<file path="src/rtl/spi_mem_pkg.sv">
`timescale 1ns/1ps
package spi_mem_pkg;
  localparam int BYTE_BITS = 8;

  localparam logic [7:0] OPC_WEN_SET = 8'h06;
  localparam logic [7:0] OPC_WEN_CLR = 8'h04;
  localparam logic [7:0] OPC_STAT_RD = 8'h05;
  localparam logic [7:0] OPC_STAT_WR = 8'h01;
  localparam logic [7:0] OPC_MEM_RD  = 8'h03;
  localparam logic [7:0] OPC_MEM_WR  = 8'h02;
  localparam logic [7:0] OPC_NAP     = 8'hB9;
  localparam logic [7:0] OPC_RESUME  = 8'hAB;

  typedef enum logic [2:0] {
    ST_OPC, ST_ADDR, ST_WDATA, ST_RDATA, ST_SRIN, ST_SROUT, ST_DONE
  } eng_state_t;
endpackage

</file>
<file path="src/rtl/spi_pin_sync.sv">
`timescale 1ns/1ps
module spi_pin_sync #(
  parameter int         W       = 1,
  parameter int         STAGES  = 2,
  parameter logic [W-1:0] RST_VAL = '0
) (
  input  logic         clk,
  input  logic         rst_n,
  input  logic [W-1:0] d,
  output logic [W-1:0] q
);
  localparam int TOTAL = W * STAGES;

  logic [STAGES-1:0][W-1:0] stg_q;
  logic [STAGES-1:0][W-1:0] stg_d;

  always_comb begin
    stg_d = TOTAL'({stg_q, d});
  end

  always_ff @(posedge clk or negedge rst_n) begin
    if (!rst_n) stg_q <= {STAGES{RST_VAL}};
    else        stg_q <= stg_d;
  end

  assign q = stg_q[STAGES-1];
endmodule

</file>
<file path="src/rtl/spi_tx_shift.sv">
`timescale 1ns/1ps
module spi_tx_shift #(
  parameter int W = 8
) (
  input  logic         clk,
  input  logic         rst_n,
  input  logic         load,
  input  logic [W-1:0] load_data,
  input  logic         shift,
  output logic         so
);
  logic [W-1:0] sh_q, sh_d;
  logic         so_q, so_d;

  always_comb begin
    sh_d = sh_q;
    so_d = so_q;
    if (load) begin
      sh_d = load_data;
    end else if (shift) begin
      so_d = sh_q[W-1];
      sh_d = {sh_q[W-2:0], 1'b0};
    end
  end

  always_ff @(posedge clk or negedge rst_n) begin
    if (!rst_n) begin
      sh_q <= '0;
      so_q <= 1'b0;
    end else begin
      sh_q <= sh_d;
      so_q <= so_d;
    end
  end

  assign so = so_q;
endmodule

</file>
<file path="src/rtl/spi_mem_ctrl.sv">
`timescale 1ns/1ps
module spi_mem_ctrl
  import spi_mem_pkg::*;
#(
  parameter int ADDR_W = 15
) (
  input  logic              clk,
  input  logic              rst_n,
  input  logic              sck_s,
  input  logic              cs_n_s,
  input  logic              hold_n_s,
  input  logic              si_s,
  input  logic [7:0]        sr_rd_data,
  input  logic [7:0]        mem_rdata,
  output logic              tx_load,
  output logic [7:0]        tx_data,
  output logic              tx_shift,
  output logic              so_oe,
  output logic              cmd_wren,
  output logic              cmd_wrdi,
  output logic              cmd_sleep,
  output logic              cmd_wake,
  output logic              sr_wr_en,
  output logic [7:0]        sr_wr_data,
  output logic              mem_rd_en,
  output logic              mem_wr_en,
  output logic [ADDR_W-1:0] mem_addr,
  output logic [7:0]        mem_wdata
);
  localparam int ADDR_FIELD = ((ADDR_W + BYTE_BITS - 1) / BYTE_BITS) * BYTE_BITS;
  localparam int CNT_W      = $clog2(ADDR_FIELD);
  localparam logic [CNT_W-1:0] LAST_BIT  = CNT_W'(BYTE_BITS - 1);
  localparam logic [CNT_W-1:0] LAST_ADDR = CNT_W'(ADDR_FIELD - 1);

  eng_state_t        state_q, state_d;
  logic [CNT_W-1:0]  cnt_q, cnt_d;
  logic [6:0]        rx_q, rx_d;
  logic [ADDR_W-1:0] addr_q, addr_d;
  logic              is_rd_q, is_rd_d;
  logic              asleep_q, asleep_d;
  logic              oe_q, oe_d;
  logic              sck_prev_q;
  logic              rd_pend_q;
  logic              wren_q, wren_d, wrdi_q, wrdi_d;
  logic              nap_q, nap_d, wake_q, wake_d;
  logic              srwr_q, srwr_d;
  logic [7:0]        srdata_q, srdata_d;
  logic              rd_q, rd_d, wr_q, wr_d;
  logic [7:0]        wdata_q, wdata_d;

  logic       rise, fall;
  logic [7:0] rx_word;

  assign rise    = sck_s & ~sck_prev_q & hold_n_s & ~cs_n_s;
  assign fall    = ~sck_s & sck_prev_q & hold_n_s & ~cs_n_s;
  assign rx_word = {rx_q, si_s};

  always_comb begin
    state_d  = state_q;
    cnt_d    = cnt_q;
    rx_d     = rx_q;
    addr_d   = addr_q;
    is_rd_d  = is_rd_q;
    asleep_d = asleep_q;
    oe_d     = oe_q;
    wren_d   = 1'b0;
    wrdi_d   = 1'b0;
    nap_d    = 1'b0;
    wake_d   = 1'b0;
    srwr_d   = 1'b0;
    srdata_d = srdata_q;
    rd_d     = 1'b0;
    wr_d     = 1'b0;
    wdata_d  = wdata_q;
    tx_load  = rd_pend_q;
    tx_data  = mem_rdata;
    tx_shift = 1'b0;

    if (wr_q) addr_d = addr_q + 1'b1;

    if (cs_n_s) begin
      state_d = ST_OPC;
      cnt_d   = '0;
      oe_d    = 1'b0;
    end else begin
      case (state_q)
        ST_OPC: if (rise) begin
          rx_d  = rx_word[6:0];
          cnt_d = cnt_q + 1'b1;
          if (cnt_q == LAST_BIT) begin
            cnt_d   = '0;
            state_d = ST_DONE;
            if (!asleep_q || rx_word == OPC_RESUME) begin
              case (rx_word)
                OPC_WEN_SET: wren_d = 1'b1;
                OPC_WEN_CLR: wrdi_d = 1'b1;
                OPC_NAP: begin
                  nap_d    = 1'b1;
                  asleep_d = 1'b1;
                end
                OPC_RESUME: begin
                  wake_d   = 1'b1;
                  asleep_d = 1'b0;
                end
                OPC_STAT_RD: begin
                  tx_load = 1'b1;
                  tx_data = sr_rd_data;
                  state_d = ST_SROUT;
                end
                OPC_STAT_WR: state_d = ST_SRIN;
                OPC_MEM_RD: begin
                  is_rd_d = 1'b1;
                  state_d = ST_ADDR;
                end
                OPC_MEM_WR: begin
                  is_rd_d = 1'b0;
                  state_d = ST_ADDR;
                end
                default: state_d = ST_DONE;
              endcase
            end
          end
        end
        ST_ADDR: if (rise) begin
          addr_d = {addr_q[ADDR_W-2:0], si_s};
          cnt_d  = cnt_q + 1'b1;
          if (cnt_q == LAST_ADDR) begin
            cnt_d = '0;
            if (is_rd_q) begin
              rd_d    = 1'b1;
              state_d = ST_RDATA;
            end else begin
              state_d = ST_WDATA;
            end
          end
        end
        ST_WDATA: if (rise) begin
          rx_d  = rx_word[6:0];
          cnt_d = cnt_q + 1'b1;
          if (cnt_q == LAST_BIT) begin
            cnt_d   = '0;
            wr_d    = 1'b1;
            wdata_d = rx_word;
          end
        end
        ST_RDATA: begin
          if (fall) begin
            tx_shift = 1'b1;
            oe_d     = 1'b1;
          end
          if (rise) begin
            cnt_d = cnt_q + 1'b1;
            if (cnt_q == LAST_BIT) begin
              cnt_d  = '0;
              addr_d = addr_q + 1'b1;
              rd_d   = 1'b1;
            end
          end
        end
        ST_SROUT: begin
          if (fall) begin
            tx_shift = 1'b1;
            oe_d     = 1'b1;
          end
          if (rise) begin
            cnt_d = cnt_q + 1'b1;
            if (cnt_q == LAST_BIT) begin
              cnt_d   = '0;
              oe_d    = 1'b0;
              state_d = ST_DONE;
            end
          end
        end
        ST_SRIN: if (rise) begin
          rx_d  = rx_word[6:0];
          cnt_d = cnt_q + 1'b1;
          if (cnt_q == LAST_BIT) begin
            cnt_d    = '0;
            srwr_d   = 1'b1;
            srdata_d = rx_word;
            state_d  = ST_DONE;
          end
        end
        default: state_d = ST_DONE;
      endcase
    end
  end

  always_ff @(posedge clk or negedge rst_n) begin
    if (!rst_n) begin
      state_q    <= ST_OPC;
      cnt_q      <= '0;
      rx_q       <= '0;
      addr_q     <= '0;
      is_rd_q    <= 1'b0;
      asleep_q   <= 1'b0;
      oe_q       <= 1'b0;
      sck_prev_q <= 1'b0;
      rd_pend_q  <= 1'b0;
      wren_q     <= 1'b0;
      wrdi_q     <= 1'b0;
      nap_q      <= 1'b0;
      wake_q     <= 1'b0;
      srwr_q     <= 1'b0;
      srdata_q   <= '0;
      rd_q       <= 1'b0;
      wr_q       <= 1'b0;
      wdata_q    <= '0;
    end else begin
      state_q    <= state_d;
      cnt_q      <= cnt_d;
      rx_q       <= rx_d;
      addr_q     <= addr_d;
      is_rd_q    <= is_rd_d;
      asleep_q   <= asleep_d;
      oe_q       <= oe_d;
      sck_prev_q <= sck_s;
      rd_pend_q  <= rd_q;
      wren_q     <= wren_d;
      wrdi_q     <= wrdi_d;
      nap_q      <= nap_d;
      wake_q     <= wake_d;
      srwr_q     <= srwr_d;
      srdata_q   <= srdata_d;
      rd_q       <= rd_d;
      wr_q       <= wr_d;
      wdata_q    <= wdata_d;
    end
  end

  assign so_oe      = oe_q & hold_n_s;
  assign cmd_wren   = wren_q;
  assign cmd_wrdi   = wrdi_q;
  assign cmd_sleep  = nap_q;
  assign cmd_wake   = wake_q;
  assign sr_wr_en   = srwr_q;
  assign sr_wr_data = srdata_q;
  assign mem_rd_en  = rd_q;
  assign mem_wr_en  = wr_q;
  assign mem_addr   = addr_q;
  assign mem_wdata  = wdata_q;
endmodule

</file>
<file path="src/rtl/spi_mem_slave.sv">
`timescale 1ns/1ps
module spi_mem_slave #(
  parameter int ADDR_W      = 15,
  parameter int SYNC_STAGES = 2
) (
  input  logic              clk,
  input  logic              rst_n,
  input  logic              spi_sck,
  input  logic              spi_cs_n,
  input  logic              spi_hold_n,
  input  logic              spi_si,
  output logic              spi_so,
  output logic              spi_so_oe,
  input  logic [7:0]        sr_rd_data,
  output logic              cmd_wren,
  output logic              cmd_wrdi,
  output logic              cmd_sleep,
  output logic              cmd_wake,
  output logic              sr_wr_en,
  output logic [7:0]        sr_wr_data,
  output logic              mem_rd_en,
  output logic              mem_wr_en,
  output logic [ADDR_W-1:0] mem_addr,
  output logic [7:0]        mem_wdata,
  input  logic [7:0]        mem_rdata
);
  logic       rst_n_int;
  logic [3:0] pins_s;
  logic       sck_s, cs_n_s, hold_n_s, si_s;
  logic       tx_load, tx_shift;
  logic [7:0] tx_data;

  spi_pin_sync #(.W(1), .STAGES(2), .RST_VAL(1'b0)) u_rst_sync (
    .clk(clk), .rst_n(rst_n), .d(1'b1), .q(rst_n_int)
  );

  spi_pin_sync #(.W(4), .STAGES(SYNC_STAGES), .RST_VAL(4'b0110)) u_pin_sync (
    .clk(clk), .rst_n(rst_n_int),
    .d({spi_sck, spi_cs_n, spi_hold_n, spi_si}), .q(pins_s)
  );

  assign {sck_s, cs_n_s, hold_n_s, si_s} = pins_s;

  spi_mem_ctrl #(.ADDR_W(ADDR_W)) u_ctrl (
    .clk(clk), .rst_n(rst_n_int),
    .sck_s(sck_s), .cs_n_s(cs_n_s), .hold_n_s(hold_n_s), .si_s(si_s),
    .sr_rd_data(sr_rd_data), .mem_rdata(mem_rdata),
    .tx_load(tx_load), .tx_data(tx_data), .tx_shift(tx_shift),
    .so_oe(spi_so_oe),
    .cmd_wren(cmd_wren), .cmd_wrdi(cmd_wrdi),
    .cmd_sleep(cmd_sleep), .cmd_wake(cmd_wake),
    .sr_wr_en(sr_wr_en), .sr_wr_data(sr_wr_data),
    .mem_rd_en(mem_rd_en), .mem_wr_en(mem_wr_en),
    .mem_addr(mem_addr), .mem_wdata(mem_wdata)
  );

  spi_tx_shift #(.W(8)) u_tx (
    .clk(clk), .rst_n(rst_n_int),
    .load(tx_load), .load_data(tx_data), .shift(tx_shift), .so(spi_so)
  );
endmodule

</file>
<file path="config.mk">
export PLATFORM = sky130hd
export DESIGN_NAME = spi_mem_slave
export DESIGN_NICKNAME = d
export VERILOG_FILES = /design/src/rtl/spi_mem_pkg.sv /design/src/rtl/spi_pin_sync.sv /design/src/rtl/spi_tx_shift.sv /design/src/rtl/spi_mem_ctrl.sv /design/src/rtl/spi_mem_slave.sv
export SDC_FILE = /design/constraint.sdc
export NUM_CORES = 1
export LEC_CHECK = 0
export BUFFER_PORTS_ARGS = -buffer_cell sky130_fd_sc_hd__buf_4
export CORE_ASPECT_RATIO = 1.2
export CORE_MARGIN = 3
export CORE_UTILIZATION = 35
export CTS_BUF_LIST = sky130_fd_sc_hd__clkbuf_8
export DETAILED_ROUTE_END_ITERATION = 7
export PLACE_DENSITY = 0.64
export SLEW_MARGIN = 20
export SYNTH_ARGS = -nofsm -noshare
export SYNTH_HDL_FRONTEND = slang
export SYNTH_SLANG_ARGS = --single-unit
</file>
<file path="constraint.sdc">
create_clock -name clk -period 2.4 [get_ports clk]
set_clock_uncertainty 0.05 [all_clocks]
set_input_delay 0.12 -clock clk [delete_from_list [all_inputs] [get_ports clk]]
set_output_delay 0.12 -clock clk [all_outputs]
set_load 0.005 [all_outputs]
</file>
[Yosys cells after proc, flatten, opt, wreduce, memory -nomap -nowiden]
Cells that the tools add are included.
Cells by class
  add/subtract/negate cells: 2
  multiply operators: 0
  divide/modulo/power cells: 0
  $lt $le $gt $ge: 0
  equal/unequal tests: 23
  shift operators: 0
  muxes and demuxes: 82
  bitwise logic cells: 11
  reduce and logical (&&, ||, !) cells: 22
Operators with widths (number)
  15-bit two-way mux: 5
  8-bit two-way mux: 8
  1-bit two-way mux: 48
  15-bit one-hot mux with 2 select lines: 1
  8-bit by 3-bit == test with 1-bit output, second input constant: 3
  3-bit two-way mux: 8
  4-bit two-way mux: 5
  8-bit by 2-bit == test with 1-bit output, second input constant: 2
  8-bit == test, second input constant: 2
  15-bit by 1-bit adder with 15-bit output, second input constant: 1
  3-bit by 2-bit != test with 1-bit output, second input constant: 4
  3-bit one-hot mux with 4 select lines: 1
  6-bit AND reduction: 2
  3-bit by 1-bit != test with 1-bit output, second input constant: 3
  3-bit one-hot mux with 3 select lines: 1
  8-bit by 1-bit == test with 1-bit output, second input constant: 1
  1-bit one-hot mux with 2 select lines: 4
  4-bit one-hot mux with 2 select lines: 1
  4-bit AND reduction: 2
  2-bit OR reduction: 4
  1-bit AND: 7
  7-bit AND reduction: 1
  3-bit by 2-bit == test with 1-bit output, second input constant: 2
  3-bit == test, second input constant: 2
  15 further kinds: 22
Word-level totals
  bits in registers: 76
  bits in latches: 0
  bits in writable memories: 0
  memory bits (read-only): 0
  input port bits: 22
  output and inout bits: 40
  logic and storage cells: 164
  memories: 0

[Longest topological paths before layout]
Gate-level depths: netlist (run 1).
  depth after elaboration: 9
  depth in mapped cells: 7
  mapped depth without buffers: 6

[Hierarchy]
A second synthesis (run 1) with hierarchy kept.
Unflattened totals
  cell total of the unflattened synthesis: 350
  area, all modules: 3768.6 sq um
By module, submodules not included
  spi_mem_ctrl: times used 1, cells an instance 302, area each 3090.5 sq um, sequential area each 1426.4 sq um
  spi_tx_shift: times used 1, cells an instance 37, area each 419.2 sq um, sequential area each 225.2 sq um
  spi_pin_sync (u_pin_sync): times used 1, cells an instance 8, area each 205.2 sq um, sequential area each 205.2 sq um
  spi_pin_sync (u_rst_sync): times used 1, cells an instance 2, area each 50.0 sq um, sequential area each 50.0 sq um
  spi_mem_slave: times used 1, cells an instance 1, area each 3.8 sq um, sequential area each 0.0 sq um

[Least setup slack after synthesis (run 1)]
OpenSTA, ideal clock, no wires.
  kind: reg2reg
  from: register u_ctrl.state_q[1]
  to: register u_tx.sh_q[1]
  setup time: 125 ps
  arrival: 1883 ps
  data required time: 2225 ps
  path slack: 343 ps
  stages on the path, launching flop included: 7
  buffers on the path: 1
  clock period less this slack: 2057 ps
  path through: dfrtp_1 buf_6 or4_4 nor3_2 nand2_2 nor2_8 mux2_2
On the way
  word-level cells in the longest chain between the ends: 5
  elaborated cells between the ends (all ways): 12
  those cells by class: eq/ne: 2; mux: 7; reduce/logical: 3
Ends and longest elaborated chain
  start: declaration: line spi_mem_ctrl.sv:35  | eng_state_t state_q, state_d;
  start signal: assignment: line spi_mem_ctrl.sv:210  | state_q <= state_d;
  3-bit by 2-bit == test with 1-bit output / 3-bit == test (equally long branches): line spi_mem_ctrl.sv:86  | case (state_q)
  2-bit OR reduction (no source line)
  1-bit two-way mux
  1-bit two-way mux: line spi_mem_ctrl.sv:81  | if (cs_n_s) begin
  2-bit nonzero test (no source line)
  end signal: assignment: line spi_tx_shift.sv:28  | sh_q <= '0;
  end signal: assignment: line spi_tx_shift.sv:31  | sh_q <= sh_d;
  end: declaration: line spi_tx_shift.sv:12  | logic [W-1:0] sh_q, sh_d;
Parallel ways exist; a longest one is shown, timed or not.
A chain may end at the register's enable or synchronous reset.

[Final worst setup path (run 1)]
  from: register u_pin_sync.stg_q (netlist bit u_pin_sync.q[1])
  to: register u_ctrl.wdata_q[6] (netlist: u_ctrl.mem_wdata[6])
On the way
  word-level cells in the longest chain between the ends: 3
Ends and longest elaborated chain
  start: declaration: line spi_pin_sync.sv:14  | logic [STAGES-1:0][W-1:0] stg_q;
  start signal: assignment: line spi_pin_sync.sv:22  | if (!rst_n) stg_q <= {STAGES{RST_VAL}};
  start signal: assignment: line spi_pin_sync.sv:23  | else stg_q <= stg_d;
  1-bit AND (2 in series): line spi_mem_ctrl.sv:54  | assign rise = sck_s & ~sck_prev_q & hold_n_s & ~cs_n_s;
  4-bit AND reduction (no source line)
  end signal: assignment: line spi_mem_ctrl.sv:227  | wdata_q <= wdata_d;
  end: declaration: line spi_mem_ctrl.sv:49  | logic [7:0] wdata_q, wdata_d;
Every way passes these cells.

==> qor.txt, run 1 <==
mapped cell area = 3910 um^2
Die X = 102 um
Vias = 3193
fin cells = 592
period utilization = 93.9%
Top FF cell, synth = dfrtp_1
outcome = completed
Starting Density = 36.5%
worst path required time = 2.59 ns
syn nets = 401
critical path arrival = 2.44 ns
multi-input combinational cell area = 1880 um^2
Reg clk slew, reported paths = 0.08 ns
MaxCap Viol Count = 0
final hold violation count = 0
Residual DRC = 0
global route total overflow = 0
TritonRoute pass-1 iters = 4
CTS Buf Count = 9
Setup crit start = u_pin_sync.q[1]
nature of the critical path endpoint = flop
register area = 1910 um^2
max-slew violations = 0
hold_sp = mem_rdata[0]
RSZ-0062 raised after global routing = no
Via density = 5.39
total power = 2.70 mW
#FFs+latches synth = 76
H-tree depth = 3
minimum clock period = 2.25 ns
Synth area leaders = dfrtp_1 46%, mux2_2 9.5%, nand2_1 3.7%
Synth Instances = 377
# Post-CTS Setup Buffers = 0
clk_lat worst skew = 0.36 ns
worst slew pin tran = 0.539 ns
post-synth top area share = 46.1%
WL final = 9180 um
Netlist cell types = 65
FF-to-FF End = u_ctrl.mem_wdata[6]
Startpoint Class = flop
Hold EP = u_tx.sh_q[0]
Die Ht = 122 um
I/O pins = 62
min-delay worst type = in -> reg
Area growth syn-to-layout = 26.6%
Post-DRT Antenna Nets = 0
Die ar. = 12500 um^2
initial antenna violation count = 0
root buffer cell = clkbuf_8
Ys Warns = 0
Avg Synthesized Cell Area = 10.4 um^2
Power Density = 546 nW/um^2
fmax = 444 MHz
leading area contributor after synthesis = dfrtp_1
Post-synth EDFFs = 0
hold path depth = 4
first-pass GRT wire length = 15800 um
share of layout cells above drive strength 1 = 32.0%
Rows = 41
TritonCTS clock tree = built
Commonest cells post-synth = 72 x dfrtp_1, 39 x nand2_1, 33 x mux2_2
post-synthesis sequential area ratio = 48.8%
clk sinks = 76
Antenna Cells = 0
Total Routing Usage GR = 16.1%
worst vdd ir = 0.347 mV
Hold WS = 0.0525 ns
CP max FO = 9
core footprint = 10700 um^2
final setup fails = 0
gp weighted congestion = 0.845
vias in the first global route = 3245
Layout Nets = 482
largest net degree at the start of global routing = 37
cell leakage power = 2.20 nW
fraction of registers with async set/reset = 100%
# fillers = 986
Clock Tree Buf Depth = 2
worst-case reg-to-reg path depth = 4
R2R Setup Slk = 0.15 ns
Port Buf Inserts = 61
dpl cells = 562
reg-to-reg startpoint = u_pin_sync.q[1]
Setup CP Type = reg -> reg
slew margin rel. = 63.9%
most common cell in the netlist = dfrtp_1
Final HPWL DP = 6620 um
Iteration-0 DRC Markers = 150
setup TNS = 0 ns
drt wl/cell = 15.5 um
routing by layer:
metal  track usage [%]  routed length [um]  vias to the layer above
li1                  -                   -                     1540
met1              21.2                4070                     1565
met2              25.6                4530                       76
met3              4.07                 431                       12
met4              5.66                 154                        0
met5                 0                   0                        -
cell type report:
type | instances | share of cell area (%)
clock buffer | 10 | 2.78
clock inverter | 6 | 1.92
inverter | 5 | 0.379
multi-input combinational | 273 | 38.1
sequential | 76 | 38.5
tap | 129 | 3.26
timing repair buffer | 93 | 15.1
cells by family after synthesis:
group	after synthesis	synth area share, %
and+or+nand+nor	137	19.8
AOI/OAI and AO/OA	77	12.5
DFF	76	48.8
muxes	42	11.8
buffers and inverters	28	3.20
xor gates and xnor gates	14	3.14
adders and majority gates	2	0.640
other	1	0.0959
worst max-delay path, stage by stage, from the launching register on:
cell and delay (ns):
dfstp_2 0.57, and4bb_1 0.35, nand2_1 0.17, or4_1 0.65, mux2_2 0.36
power breakdown:
| group | switching, mW | internal (mW) |
|---|---|---|
| sequential | 0.0763 | 1.32 |
| clock | 0.499 | 0.623 |
| combinational | 0.0836 | 0.0994 |
registers in the layout, indices dropped and copies added (netlist names), 4 cells and up:
signal	count
u_ctrl.rx_q	7
u_ctrl.sr_wr_data	8
u_ctrl.mem_addr	15
u_tx.sh_q	8
u_ctrl.cnt_q	4
u_ctrl.mem_wdata	8
u_pin_sync.q	4
u_pin_sync.stg_d	4
through the flow:
step / instance area (um^2) / util (%) / setup WS, ns
6_report: 4950 / 46.2 / 0.147
5_1_grt: 4950 / 46.2 / 0.0164
4_1_cts: 4950 / 46.2 / 0.140
3_5_place_dp: 4580 / 42.7 / 0.156
3_3_place_gp: 4580 / 42.7 / 0.213
2_1_floorplan: 3910 / - / 0.0837
worst max-delay path by stage:
stage	end	slack, ns
2_1_floorplan	u_ctrl.asleep_q	0.08
3_3_place_gp	u_ctrl.mem_wdata[7]	0.21
3_5_place_dp	u_ctrl.mem_wdata[6]	0.16
4_1_cts	u_ctrl.mem_wdata[6]	0.14
5_1_grt	u_ctrl.mem_wdata[1]	0.02
6_report	u_ctrl.mem_wdata[6]	0.15
cells in the final DEF (no fill, tap or decap), types with 3 or more instances in the layout:
cell type and n:
clkbuf_8 10, nand4_1 10, xor2_1 10, o21ai_1 3
nand3b_1 4, clkinv_4 3, o31ai_1 4, and2_1 3
or2_2 4, and3_1 4, a211oi_1 6, dfrtp_1 71
dlygate4sd3_1 14, nand2b_1 3, dfstp_2 4, mux2i_1 8
nor2_1 24, o21bai_1 3, mux2_2 33, inv_1 5
or4_1 3, xnor2_1 4, a21oi_1 19, a22oi_1 3
nor4_1 4, nand3_1 8, buf_4 78, nor3_1 6
o21ai_0 20, o221ai_1 3, nand2_1 39
timing repair:
item | 4_1_cts | 5_1_grt
endpoints found under the hold margin | 14 | 0
hold buffers | 14 | 0
gates resized for setup | 0 | 0
(Power assumes the default switching activity.)
==> inputs of run 2 (changes only) <==
- CORE_MARGIN: 3 -> default
- PLACE_DENSITY: 0.64 -> 0.54
==> qor.txt, run 2 (synthesis gave the netlist of run 1 again) <==
outcome = completed
TritonRoute pass-1 iters = 6
Clock Tree Buf Depth = 2
Setup crit start = u_pin_sync.q[1]
first-pass GRT wire length = 15800 um
global route total overflow = 0
most common cell after layout, fill and taps aside = buf_4
Power Density = 562 nW/um^2
Post-DRT Antenna Nets = 0
Final HPWL DP = 6570 um
cell family with most CP delay = simple AND/OR/NAND/NOR gates
largest net degree at the start of global routing = 75
Residual DRC = 0
Starting Density = 36.6%
initial antenna violation count = 0
total power = 2.80 mW
hold_sp = mem_rdata[0]
reg-to-reg startpoint = u_pin_sync.q[1]
worst-path cell chain = and4bb_1 > nand2_1 > or4_1 > mux2_2
gp weighted congestion = 0.819
cell leakage power = 2.22 nW
final hold violation count = 0
WL final = 9330 um
Die Ht = 118 um
Die ar. = 11600 um^2
Iteration-0 DRC Markers = 120
worst slew pin tran = 0.529 ns
CP max FO = 9
Setup WS pre-CTS = 0.153 ns
TritonCTS clock tree = built
most frequent cells in the layout = 81 x buf_4, 71 x dfrtp_1, 39 x nand2_1, 33 x mux2_2, 24 x nor2_1
critical path arrival = 2.42 ns
drt wl/cell = 15.7 um
clk sinks = 76
minimum clock period = 2.23 ns
Area growth syn-to-layout = 27.6%
Antenna Cells = 0
max-slew violations = 0
root buffer cell = clkbuf_8
CP max stage cell = or4_1
H-tree depth = 3
Rows = 41
slew margin rel. = 64.5%
# resized after CTS = 0
worst vdd ir = 0.294 mV
worst path required time = 2.58 ns
core footprint = 10700 um^2
setup TNS = 0 ns
RSZ-0062 raised after global routing = no
CTS Buf Count = 9
vias in the first global route = 3150
Vias = 3160
fmax = 448 MHz
clk_lat worst skew = 0.35 ns
Startpoint Class = flop
I/O pins = 62
max reg flops = 15
share of layout cells above drive strength 1 = 32.4%
Layout Nets = 485
MaxCap Viol Count = 0
Buf+Inv Stages, Crit Path = 0
slack of the critical path = 0.168 ns
min-delay worst type = in -> reg
Port Buf Inserts = 61
Via density = 5.31
final setup fails = 0
Reg clk slew, reported paths = 0.08 ns
Hold WS = 0.0508 ns
period utilization = 93.0%
Setup CP Type = reg -> reg
Total Routing Usage GR = 17.4%
crit-path max cell delay = 0.63 ns
Die X = 98.5 um
nature of the critical path endpoint = flop
==> run 2: worst paths after layout <==
kind	to	slack, ns	cells after the start
worst max-delay path	u_ctrl.mem_wdata[6]	0.17	4
worst max register to register	u_ctrl.mem_wdata[6]	0.17	4
worst min-delay path	u_tx.sh_q[0]	0.05	4
min in group asynchronous	u_ctrl.sck_prev_q	0.25	1
worst min register to register	u_ctrl.sck_prev_q	0.25	1
max in group asynchronous	u_rst_sync.q	1.60	3
==> run 2: layer usage <==
metal / share of wire, % / up-vias / track usage (%)
li1: - / 1544 / -
met5: 0 / - / 0
met1: 45 / 1556 / 21.9
met4: 1.4 / 0 / 7.18
met3: 3.2 / 9 / 3.21
met2: 51 / 51 / 29.2
==> run 2: cell type report <==
type	instances	area (um^2)
clock buffer	9	124
sequential	76	1910
multi-input combinational	273	1880
timing repair buffer	96	768
tap	129	161
fill	1057	5680
inverter	5	18.8
clock inverter	7	123
==> run 2: timing repair <==
item,CTS,global route
hold buffers,14,0
endpoints found under the hold margin,14,0
setup buffers,0,0
==> run 2: where the power goes <==
| part | switching, mW | leakage [nW] | internal, mW |
|---|---|---|---|
| sequential | 0.0588 | 0.977 | 1.32 |
| clock | 0.513 | 0.122 | 0.700 |
| combinational | 0.103 | 1.12 | 0.106 |
| total | 0.674 | 2.22 | 2.13 |
==> run 2: stage by stage <==
stage / utilization (%) / instance area, um^2 / cells
5_1_grt: 46.7 / 4990 / 595
3_3_place_gp: 43.1 / 4600 / 565
4_1_cts: 46.7 / 4990 / 595
2_1_floorplan: - / 3910 / 377
3_5_place_dp: 43.1 / 4600 / 565
6_report: 46.7 / 4990 / 595
==> run 2: worst reg2reg max path, stage by stage, from the launching register on <==
cell and delay (ns):
dfstp_2 0.56, and4bb_1 0.36, nand2_1 0.17, or4_1 0.63, mux2_2 0.35
==> inputs of run 3 (changes only) <==
- CORE_ASPECT_RATIO: 1.2 -> 0.5
==> qor.txt, run 3 (synthesis gave the netlist of run 1 again) <==
Setup WS pre-CTS = 0.217 ns
initial antenna violation count = 0
fin cells = 610
root buffer cell = clkbuf_8
crit-path max cell delay = 0.63 ns
Design Area, Final = 4980 um^2
Starting Density = 37.1%
Hold WS = 0.0257 ns
worst path required time = 2.60 ns
Iteration-0 DRC Markers = 182
Antenna Cells = 0
I/O pins = 62
Setup crit start = u_ctrl.cnt_q[0]
period utilization = 90.3%
Buf+Inv Stages, Crit Path = 0
min-delay worst type = in -> reg
dpl cells = 580
cell leakage power = 2.22 nW
max reg flops = 15
worst vdd ir = 0.253 mV
setup TNS = 0 ns
RSZ-0062 raised after global routing = no
worst slew pin tran = 0.519 ns
nature of the critical path endpoint = flop
drt wl/cell = 15.4 um
Clock Tree Buf Depth = 2
outcome = completed
worst-path cell chain = ha_1 > and3b_1 > nand2_1 > or4_1 > mux2_2
MaxCap Viol Count = 0
Post-DRT Antenna Nets = 0
Setup CP Type = reg -> reg
Area growth syn-to-layout = 27.5%
worst-case reg-to-reg path depth = 5
reg-to-reg startpoint = u_ctrl.cnt_q[0]
final hold violation count = 0
H-tree depth = 3
total power = 2.60 mW
CP max stage cell = or4_1
Startpoint Class = flop
Reg clk slew, reported paths = 0.08 ns
first-pass GRT wire length = 15900 um
slack of the critical path = 0.233 ns
Residual DRC = 0
clk_lat worst skew = 0.36 ns
TritonCTS clock tree = built
Power Density = 521 nW/um^2
Die Ht = 76.7 um
minimum clock period = 2.17 ns
most frequent cells in the layout = 86 x buf_4, 71 x dfrtp_1, 39 x nand2_1, 33 x mux2_2, 24 x nor2_1
Final HPWL DP = 6880 um
clk sinks = 76
hold path depth = 4
hold_sp = mem_rdata[0]
max-slew violations = 0
Vias = 3162
global route total overflow = 0
Rows = 26
TritonRoute pass-1 iters = 4
fmax = 461 MHz
largest net degree at the start of global routing = 41
cell family with most CP delay = simple AND/OR/NAND/NOR gates
gp weighted congestion = 0.816
most common cell after layout, fill and taps aside = buf_4
final setup fails = 0
Crit path depth = 5
Die X = 151 um
WL final = 9400 um
vias in the first global route = 3115
share of layout cells above drive strength 1 = 33.0%
Layout Nets = 489
Die ar. = 11600 um^2
Placement Cell Area = 4630 um^2
Via density = 5.18
Port Buf Inserts = 61
Final Util = 47.3%
critical path arrival = 2.36 ns
Total Routing Usage GR = 17.7%
CP max FO = 9
CTS Buf Count = 9
slew margin rel. = 65.4%
core footprint = 10500 um^2
## run 3: per-layer routing
metal  routed length (um)  part of all wire [%]  vias to the layer above  track usage [%]
met5                    0                     0                        -                0
met3                  377                   4.0                       10             4.35
met1                 4900                    52                     1545             25.8
met4                  114                   1.2                        0             5.10
li1                     -                     -                     1552                -
met2                 4010                    43                       55             25.6
## run 3: final timing paths
path                                  endpoint  slack, ns
min reg2reg                u_pin_sync.stg_d[7]       0.26
max in group asynchronous      u_ctrl.sr_wr_en       1.40
max                        u_ctrl.mem_wdata[4]       0.23
max reg2reg                u_ctrl.mem_wdata[4]       0.23
min in group asynchronous  u_pin_sync.stg_d[7]       0.26
min                               u_tx.sh_q[0]       0.03
## run 3: cell type report
| type | count | area, um^2 |
|---|---|---|
| Sequential cell | 76 | 1910 |
| Inverter | 5 | 18.8 |
| Fill cell | 1034 | 5560 |
| Tap cell | 140 | 175 |
| Clock buffer | 11 | 151 |
| Multi-Input combinational cell | 273 | 1880 |
| Timing Repair Buffer | 100 | 786 |
| Clock inverter | 5 | 58.8 |
## run 3: power by group
group	switching, mW	total [mW]	internal [mW]
Combinational	0.0780	0.176	0.0978
Sequential	0.0816	1.40	1.32
Clock	0.480	1.02	0.538
Total	0.640	2.60	1.96
## run 3: what timing repair did
action | in CTS | in global routing
setup endpoints to repair | 0 | 0
hold buffers | 14 | 0
endpoints found under the hold margin | 14 | 0
setup buffers | 0 | 0
resized for setup | 0 | 0
## run 3: worst reg2reg max path, stage by stage, from the launching register on
cell and delay [ns]:
dfrtp_1 0.38, ha_1 0.26, and3b_1 0.26, nand2_1 0.12, or4_1 0.63, mux2_2 0.35
